### config.mk
export PLATFORM = sky130hd
export DESIGN_NAME = owt_xlate
export DESIGN_NICKNAME = d
export VERILOG_FILES = /design/src/rtl/owt_pkg.sv /design/src/rtl/owt_regs.sv /design/src/rtl/owt_match.sv /design/src/rtl/owt_prio.sv /design/src/rtl/owt_xlate.sv
export SDC_FILE = /design/constraint.sdc
export NUM_CORES = 1
export LEC_CHECK = 0
export BUFFER_PORTS_ARGS = -buffer_cell sky130_fd_sc_hd__buf_2
export CAP_MARGIN = 20
export CORE_ASPECT_RATIO = 1.2
export CORE_MARGIN = 5
export CORE_UTILIZATION = 60
export CTS_BUF_LIST = sky130_fd_sc_hd__clkbuf_8 sky130_fd_sc_hd__clkbuf_16
export DETAILED_ROUTE_END_ITERATION = 7
export PLACE_DENSITY = 0.8
export SLEW_MARGIN = 30
export SYNTH_ARGS = -nofsm -noshare
export SYNTH_HDL_FRONTEND = slang
export SYNTH_HIERARCHICAL = 1
export SYNTH_SLANG_ARGS = --single-unit
### constraint.sdc
create_clock -name clk_i -period 3.8 [get_ports clk_i]
set_input_delay 0.38 -clock clk_i [delete_from_list [all_inputs] [get_ports clk_i]]
set_output_delay 0.38 -clock clk_i [all_outputs]
set_load 0.005 [all_outputs]
### src/rtl/owt_pkg.sv
package owt_pkg;
  localparam int MASK_LSB = 7;

  typedef struct packed {
    logic [31:0] base_lo;
    logic [31:0] base_hi;
    logic [31:0] mask;
    logic        en;
    logic        io;
  } win_cfg_t;
endpackage

### src/rtl/owt_regs.sv
module owt_regs
  import owt_pkg::*;
#(
  parameter int NUM_WIN = 4,
  localparam int AW = $clog2(NUM_WIN) + 2
) (
  input  logic          clk_i,
  input  logic          rst_ni,
  input  logic          we_i,
  input  logic [AW-1:0] addr_i,
  input  logic [31:0]   wdata_i,
  output logic [31:0]   rdata_o,
  output win_cfg_t      cfg_o [NUM_WIN]
);
  logic [AW-3:0] sel_win;
  logic [1:0]    sel_fld;

  assign sel_win = addr_i[AW-1:2];
  assign sel_fld = addr_i[1:0];

  for (genvar w = 0; w < NUM_WIN; w++) begin : g_win
    always_ff @(posedge clk_i or negedge rst_ni) begin
      if (!rst_ni) begin
        cfg_o[w] <= '0;
      end else if (we_i && sel_win == (AW-2)'(w)) begin
        case (sel_fld)
          2'd0: cfg_o[w].base_lo <= wdata_i;
          2'd1: cfg_o[w].base_hi <= wdata_i;
          2'd2: cfg_o[w].mask    <= {wdata_i[31:MASK_LSB], {MASK_LSB{1'b0}}};
          default: begin
            cfg_o[w].en <= wdata_i[31];
            cfg_o[w].io <= wdata_i[8];
          end
        endcase
      end
    end
  end

  always_comb begin
    case (sel_fld)
      2'd0:    rdata_o = cfg_o[sel_win].base_lo;
      2'd1:    rdata_o = cfg_o[sel_win].base_hi;
      2'd2:    rdata_o = cfg_o[sel_win].mask;
      default: rdata_o = {cfg_o[sel_win].en, 22'b0, cfg_o[sel_win].io, 8'b0};
    endcase
  end
endmodule

### src/rtl/owt_match.sv
module owt_match
  import owt_pkg::*;
(
  input  win_cfg_t    cfg_i,
  input  logic [31:0] addr_i,
  output logic        hit_o,
  output logic [63:0] xaddr_o
);
  logic [31:0] pass_m;

  assign pass_m  = {cfg_i.mask[31:MASK_LSB], {MASK_LSB{1'b1}}};
  assign hit_o   = cfg_i.en && (((addr_i ^ cfg_i.base_lo) & ~pass_m) == 32'd0);
  assign xaddr_o = {cfg_i.base_hi, (cfg_i.base_lo & ~pass_m) | (addr_i & pass_m)};
endmodule

### src/rtl/owt_prio.sv
module owt_prio #(
  parameter int NUM_WIN = 4,
  localparam int IW = $clog2(NUM_WIN)
) (
  input  logic [NUM_WIN-1:0] match_i,
  output logic [IW-1:0]      idx_o,
  output logic               any_o
);
  always_comb begin
    idx_o = '0;
    any_o = 1'b0;
    for (int i = NUM_WIN - 1; i >= 0; i--) begin
      if (match_i[i]) begin
        idx_o = IW'(i);
        any_o = 1'b1;
      end
    end
  end
endmodule

### src/rtl/owt_xlate.sv
module owt_xlate
  import owt_pkg::*;
#(
  parameter int NUM_WIN = 4,
  localparam int AW = $clog2(NUM_WIN) + 2,
  localparam int IW = $clog2(NUM_WIN)
) (
  input  logic          clk_i,
  input  logic          rst_ni,
  input  logic          reg_we_i,
  input  logic [AW-1:0] reg_addr_i,
  input  logic [31:0]   reg_wdata_i,
  output logic [31:0]   reg_rdata_o,
  input  logic          req_valid_i,
  input  logic [31:0]   req_addr_i,
  output logic          hit_o,
  output logic          miss_o,
  output logic [IW-1:0] win_o,
  output logic          io_o,
  output logic [63:0]   xaddr_o
);
  win_cfg_t           cfg   [NUM_WIN];
  logic [63:0]        xaddr [NUM_WIN];
  logic [NUM_WIN-1:0] match_vec;
  logic [IW-1:0]      sel_idx;
  logic               any_hit;

  owt_regs #(.NUM_WIN(NUM_WIN)) u_regs (
    .clk_i   (clk_i),
    .rst_ni  (rst_ni),
    .we_i    (reg_we_i),
    .addr_i  (reg_addr_i),
    .wdata_i (reg_wdata_i),
    .rdata_o (reg_rdata_o),
    .cfg_o   (cfg)
  );

  for (genvar w = 0; w < NUM_WIN; w++) begin : g_match
    owt_match u_match (
      .cfg_i   (cfg[w]),
      .addr_i  (req_addr_i),
      .hit_o   (match_vec[w]),
      .xaddr_o (xaddr[w])
    );
  end

  owt_prio #(.NUM_WIN(NUM_WIN)) u_prio (
    .match_i (match_vec),
    .idx_o   (sel_idx),
    .any_o   (any_hit)
  );

  assign hit_o   = req_valid_i & any_hit;
  assign miss_o  = req_valid_i & ~any_hit;
  assign win_o   = hit_o ? sel_idx : '0;
  assign io_o    = hit_o & cfg[sel_idx].io;
  assign xaddr_o = hit_o ? xaddr[sel_idx] : 64'd0;
endmodule

# Yosys cells after proc, flatten, opt, wreduce, memory -nomap -nowiden
# Index checks and enable logic that the tools add are counted.
# W data, S select, Z words.
[classes]
n_addsub = 0
mul = 0
n_div = 0
n_lt_le_gt_ge = 2
n_eq_ne = 5
n_shift = 0
n_mux = 20
n_bitwise = 31
n_reduce_logical = 31
[op_table]
columns = ["op", "n"]
rows = [
  ["$bmux W98 S2", 2],
  ["$and A32 B32 Y32", 12],
  ["$mux W98", 2],
  ["$mux W64", 3],
  ["$bmux W64 S2", 1],
  ["$logic_not A32 Y1", 4],
  ["$not A32 Y32", 4],
  ["$or A32 B32 Y32", 4],
  ["$xor A32 B32 Y32", 4],
  ["$pmux W32 S3", 1],
  ["$reduce_and A2 Y1", 16],
  ["$mux W2", 5],
  ["$logic_and A1 B1 Y1", 8],
  ["$eq A2 B2 Y1 const B", 3],
  ["$ge A3 B3 Y1 const B", 2],
  ["$mux W1", 6],
  ["$not A2 Y3", 2],
  ["$eq A2 B1 Y1 const B", 2],
  ["$logic_not A2 Y1", 2],
  ["$and A1 B1 Y1", 3],
  ["$reduce_or A3 Y1", 1],
  ["$not A1 Y1", 2],
]
[totals]
ff_bits = 364
latch_bits = 0
mem_bits_rw = 0
rom_bits = 0
out_inout_bits = 101
wordCells = 109
mem_count = 0

# Longest topological paths before layout
[depth]
ltp_word = 13
depth_mapped = 12
ltp_nobuf = 9

# Cells and area by module
# The synthesis kept the hierarchy.
[by_module_without_submodules]
columns = ["mod", "instances", "cells_each", "area_each_um2", "seq_area_each_um2"]
rows = [
  ["owt_regs", 1, 1063, 16674.7, 9108.7],
  ["owt_match", 4, 110, 914.6, 0.0],
  ["owt_xlate", 1, 230, 2026.9, 0.0],
  ["owt_prio", 1, 7, 35.0, 0.0],
]

# Worst setup path after synthesis
# No wires, ideal clock.
[synth_timing]
path_kind = "register -> output"
from = "reg u_regs/cfg_o[90] (netlist name)"
to = "out xaddr_o[0]"
t_arrival_ps = 1986
required_time_ps = 3420
setup_slack_ps = 1434
stages_incl_launch_ff = 13
path_cell_list = "dfrtp_1 > xnor2_1 > o22ai_1 > nor3_1 > nand3_1 > nor4_2 > nor2_1 > nor3_1 > buf_4 > buf_12 > buf_8 > mux2i_1 > o22ai_1"
[synth_between]
elab_chain_len = 13
elab_cells_between_ends = 18
[synth_rtl]
columns = ["item", "line_no", "rtl"]
rows = [
  ["start: declaration", "owt_regs.sv:13", "output win_cfg_t cfg_o [NUM_WIN]"],
  ["$xor A32 B32 Y32", "owt_match.sv:12", "assign hit_o = cfg_i.en && (((addr_i ^ cfg_i.base_lo) & ~pass_m) == 32'd0);"],
  ["$and A32 B32 Y32", "owt_match.sv:12", ""],
  ["$logic_not A32 Y1", "owt_match.sv:12", ""],
  ["$logic_and A1 B1 Y1", "owt_match.sv:12", ""],
  ["net match_vec[3]", "owt_xlate.sv:24", "logic [NUM_WIN-1:0] match_vec;"],
  ["$mux W2 (4 in series)", "owt_prio.sv:13", "if (match_i[i]) begin"],
  ["net sel_idx[1]", "owt_xlate.sv:25", "logic [IW-1:0] sel_idx;"],
  ["$not A2 Y3 (implied by the code)", "owt_xlate.sv:57", "assign xaddr_o = hit_o ? xaddr[sel_idx] : 64'd0;"],
  ["$bmux W64 S2", "owt_xlate.sv:57", ""],
  ["$mux W64 (implied by the code) (2 in series)", "owt_xlate.sv:57", ""],
  ["$mux W64", "owt_xlate.sv:57", ""],
  ["end: declaration", "owt_xlate.sv:20", "output logic [63:0] xaddr_o"],
]
# The timed path passes the listed nets, and every way through them passes these cells. The select of a mux whose other input is x is not followed.

# Worst setup path after layout
[layout_timing]
from = "reg u_regs/cfg_o[76] (netlist name)"
to = "out io_o"
[layout_between]
elab_chain_len = 13
elab_cells_between_ends = 18
[layout_rtl]
columns = ["item", "line_no", "rtl"]
rows = [
  ["$xor A32 B32 Y32", "owt_match.sv:12", ""],
  ["$and A32 B32 Y32", "owt_match.sv:12", ""],
  ["$logic_not A32 Y1", "owt_match.sv:12", ""],
  ["$logic_and A1 B1 Y1", "owt_match.sv:12", ""],
  ["net match_vec[3]", "owt_xlate.sv:24", ""],
  ["$mux W2 (4 in series)", "owt_prio.sv:13", ""],
  ["net sel_idx[1]", "owt_xlate.sv:25", ""],
  ["$not A2 Y3 (implied by the code)", "owt_xlate.sv:56", "assign io_o = hit_o & cfg[sel_idx].io;"],
  ["$bmux W98 S2", "owt_xlate.sv:56", ""],
  ["$mux W1 (implied by the code) (2 in series)", "owt_xlate.sv:56", ""],
  ["$and A1 B1 Y1", "owt_xlate.sv:56", ""],
  ["end: declaration", "owt_xlate.sv:19", "output logic io_o,"],
]
# The timed path passes the listed nets, and every way through them passes these cells. The select of a mux whose other input is x is not followed.

==> results <==
- The count of nets left with antenna violations once routing finished came out at 0.
- In this run, the clock network consumes 30.0% of the power.
- Once layout is done, the placed cells without fillers occupy 0.02445 mm^2.
- Measured in cells, the most critical reg-to-reg path has a length of 2.
- The CTS clock-pin slew for the worst setup and hold paths is 0.06 ns.
- The number of vias per cell after detailed routing is 6.593.
- The largest buffer count on any clock path is 3.
- The final hold violation count is 0.
- Once the floorplan was initialized, standard cells occupied 60.43% of the core.
- IR analysis of the VDD net gives a maximum drop of 372.0 uV.
- The routed length per instance is 27.33 um.
- The max-slew violation total from the final report came to 0.
- Dividing total power by cell area gives a power density of 523.4 mW/mm^2.
- The category of the worst setup path launch point is a register.
- The number of buffers created by CTS is 40.
- Summed over all nets, the switching power comes to 3.876 mW.
- For hold timing, the worst endpoint is u_regs/cfg_o[263].
- The largest registers in the layout are u_regs/cfg_o x364.
- In this run the worst path has a maximum fanout of 8.
- The floorplan step set the die width to 185.5 um.
- Summing every instance area after synthesis gives 0.02218 mm^2.
- Net switching is 30.29% of the power.
- The worst path required time is 3.42 ns.
- The detailed-route wire length is 61,090 um.
- The buffer cell driving the clock tree root is clkbuf_16.
- The worst-case register-to-register setup slack is 2.85 ns.
- The wire length of the first global-routing pass is 91,590 um.
- The count of port buffers added during placement is 172.
- The smallest clock period supported by the final layout is computed as 3.796 ns.
- The die area is 0.04093 mm^2.
- Synthesis produced a netlist with a net count of 1,783.
- Setup violations remaining at the end of the flow were counted as 0.
- The flip-flop count of the largest register after layout is 364.
- The clock tree from TritonCTS is done.
- The mean area per synthesized cell is 12.96 um^2.
- The worst hold path was traced through 2 stages.
- Prior to clock tree synthesis, the placed netlist has a worst setup slack of 0.07831 ns.
- The HPWL after detailed placement is 38,900 um.
- The post-synthesis instance total is 1,711.
- In this run, the number of DRC markers left after iteration 0 of detailed routing was 1,231.
- For this run, design rule violations remaining after detail routing come to 0.
- The number of max-cap violations is 0.
- Derived from the worst setup path, the maximum achievable clock frequency is 0.2635 GHz.
- The startpoint of the worst-slack reg-to-reg timing path is u_regs/cfg_o[78].
- The first-pass iteration count of the detailed router is 7.
- The worst setup path startpoint is u_regs/cfg_o[76].
- The sequential share of power is 44.8%.
- The overall track demand over capacity in global routing is 28.99%.
- The endpoint kind of the worst setup timing path is an output port.
- The number of rows in the core area is 77.
- The worst-skew pair later-pin latency is 0.53 ns.
- The core region is 0.03671 mm^2.
- The via count of the first global-routing pass came to 15,450.
- The arrival time of data at the critical path endpoint is 3.42 ns.
- The slew at the pin with the worst max-slew slack is 0.8915 ns.
- The final period utilization is 99.88%.
- The H-tree depth reported by CTS is 2.
- The beginning of the worst hold path is reg_wdata_i[1].
- During synthesis, Yosys emitted a total of 6 warnings.
- The final clock skew is 0 ns.
- Internal power comes to 8.920 mW.
- Combinational logic burns 25.2% of the power.
- The net count of the finished layout is 1,801.
- The largest net degree at the start of global routing is 105.
- The capturing point of the worst reg2reg path is u_regs/cfg_o[78].
- The final weighted congestion of routability-driven global placement is 0.9063.
- During I/O placement, the number of pins put on the boundary was 173.
- The routed layout has 14,740 vias.
- From bottom edge to top edge, the die measures 220.6 um.
- The run finished with clean final reports.
- The growth of design area from synthesis to finish is 10.23%.
- The worst hold path belongs to the class in -> reg.
- Setup repair after global routing could not meet its margin everywhere.
- The placed instances occupy a cell area of 0.02227 mm^2.
- The static leakage power is 10.11 nW.
- The worst path meets setup with 0.004416 ns of slack.
- Cells with a size suffix above 1 make up 46.75% of the layout.
- For this run the aggregate overflow at the end of global routing stands at 0.
- The register with the most flip-flops is u_regs/cfg_o.
- By startpoint and endpoint, the worst setup path is classified as reg -> out.
- For this design, the sink count on the clock tree is 364.
- Headroom to the max-slew limit came out at 40.57%.
- The initial antenna violation count is 9.
[critical path, cell delays in order (launching register included)]
cell	delay, ns
dfrtp_1	0.42
xnor2_1	0.18
o22ai_1	0.20
nor2_1	0.24
nand3_2	0.13
nor4_4	0.33
nor2_2	0.12
nor3_4	0.18
buf_6	0.20
buf_12	0.16
clkbuf_16	0.17
mux2i_1	0.21
o22ai_1	0.15
buf_2	0.17
[placed cells by master, fill, tap and decap left out, types with 3 or more instances in the layout]
master     count
buf_16         5
nor4_4         4
buf_6          5
clkbuf_8       3
nor2b_1        3
dfrtp_1      364
o22ai_1       90
o21ai_0        3
nand3b_1       5
mux2_2       349
buf_4         51
bufinv_16      3
mux2i_2       14
o22ai_2       21
mux4_2        89
nand3_1        5
a22oi_1       23
clkinv_2       5
nor3_4         6
inv_1         13
nor2_1        27
mux2i_4        3
buf_12        15
buf_2        169
nand2_1       53
mux2_1       116
clkbuf_16     48
nor2_4         6
mux2i_1      123
xnor2_1       96
diode_2        7
xnor2_2        4
[metrics by stage]
step / hold WS (ns) / instances / utilization [%] / power (mW) / setup TNS, ns
after CTS: 0.1475 / 2201 / 64.64 / 12.65 / 0
after global placement: 0.4298 / 2129 / 60.68 / 8.593 / 0
final: 0.1609 / 2235 / 66.61 / 12.80 / 0
after global routing: 0.1670 / 2234 / 66.60 / 13.35 / -0.7815
after detailed placement: 0.4378 / 2129 / 60.68 / 8.757 / 0
after floorplan: 0.08441 / 1711 / - / 8.183 / 0
[power by group through the flow]
stage | combinational [mW] | sequential (mW) | clock [mW]
finish | 3.22 | 5.74 | 3.83
global route | 3.45 | 5.86 | 4.04
CTS | 3.05 | 5.70 | 3.90
detailed placement | 3.00 | 5.76 | 0
global placement | 2.90 | 5.69 | 0
floorplan | 2.75 | 5.43 | 0
[routing by layer]
metal	up-vias	GRT usage, %	part of all wire (%)
li1	6223	-	-
met1	7674	37.47	38
met2	662	48.47	50
met3	170	5.048	7.1
met4	6	12.26	5.0
met5	-	0	0.067
[timing repair]
item,CTS,global route
pin swaps,3,25
gates cloned,2,6
endpoints found under the setup margin,66,65
resized for setup,13,67
endpoints found under the hold margin,81,0
hold buffers,1,0
setup buffers,2,21
[layout make-up]
cell class | instances | area (um^2)
clock buffer | 45 | 1092
inverter | 2 | 7.507
clock inverter | 22 | 190.2
antenna | 7 | 17.52
fill | 2559 | 12260
multi-input combinational | 1068 | 11540
timing repair buffer | 253 | 1898
tap | 474 | 593.1
sequential | 364 | 9109
[how the worst max path moves through the flow]
stage                             end  slack [ns]
after floorplan            xaddr_o[0]        1.43
after global placement    xaddr_o[48]        0.18
after detailed placement  xaddr_o[48]        0.08
after CTS                  xaddr_o[8]       0.003
after global routing             io_o       -0.09
final                            io_o       0.004
Power figures use the tool's default switching activity.
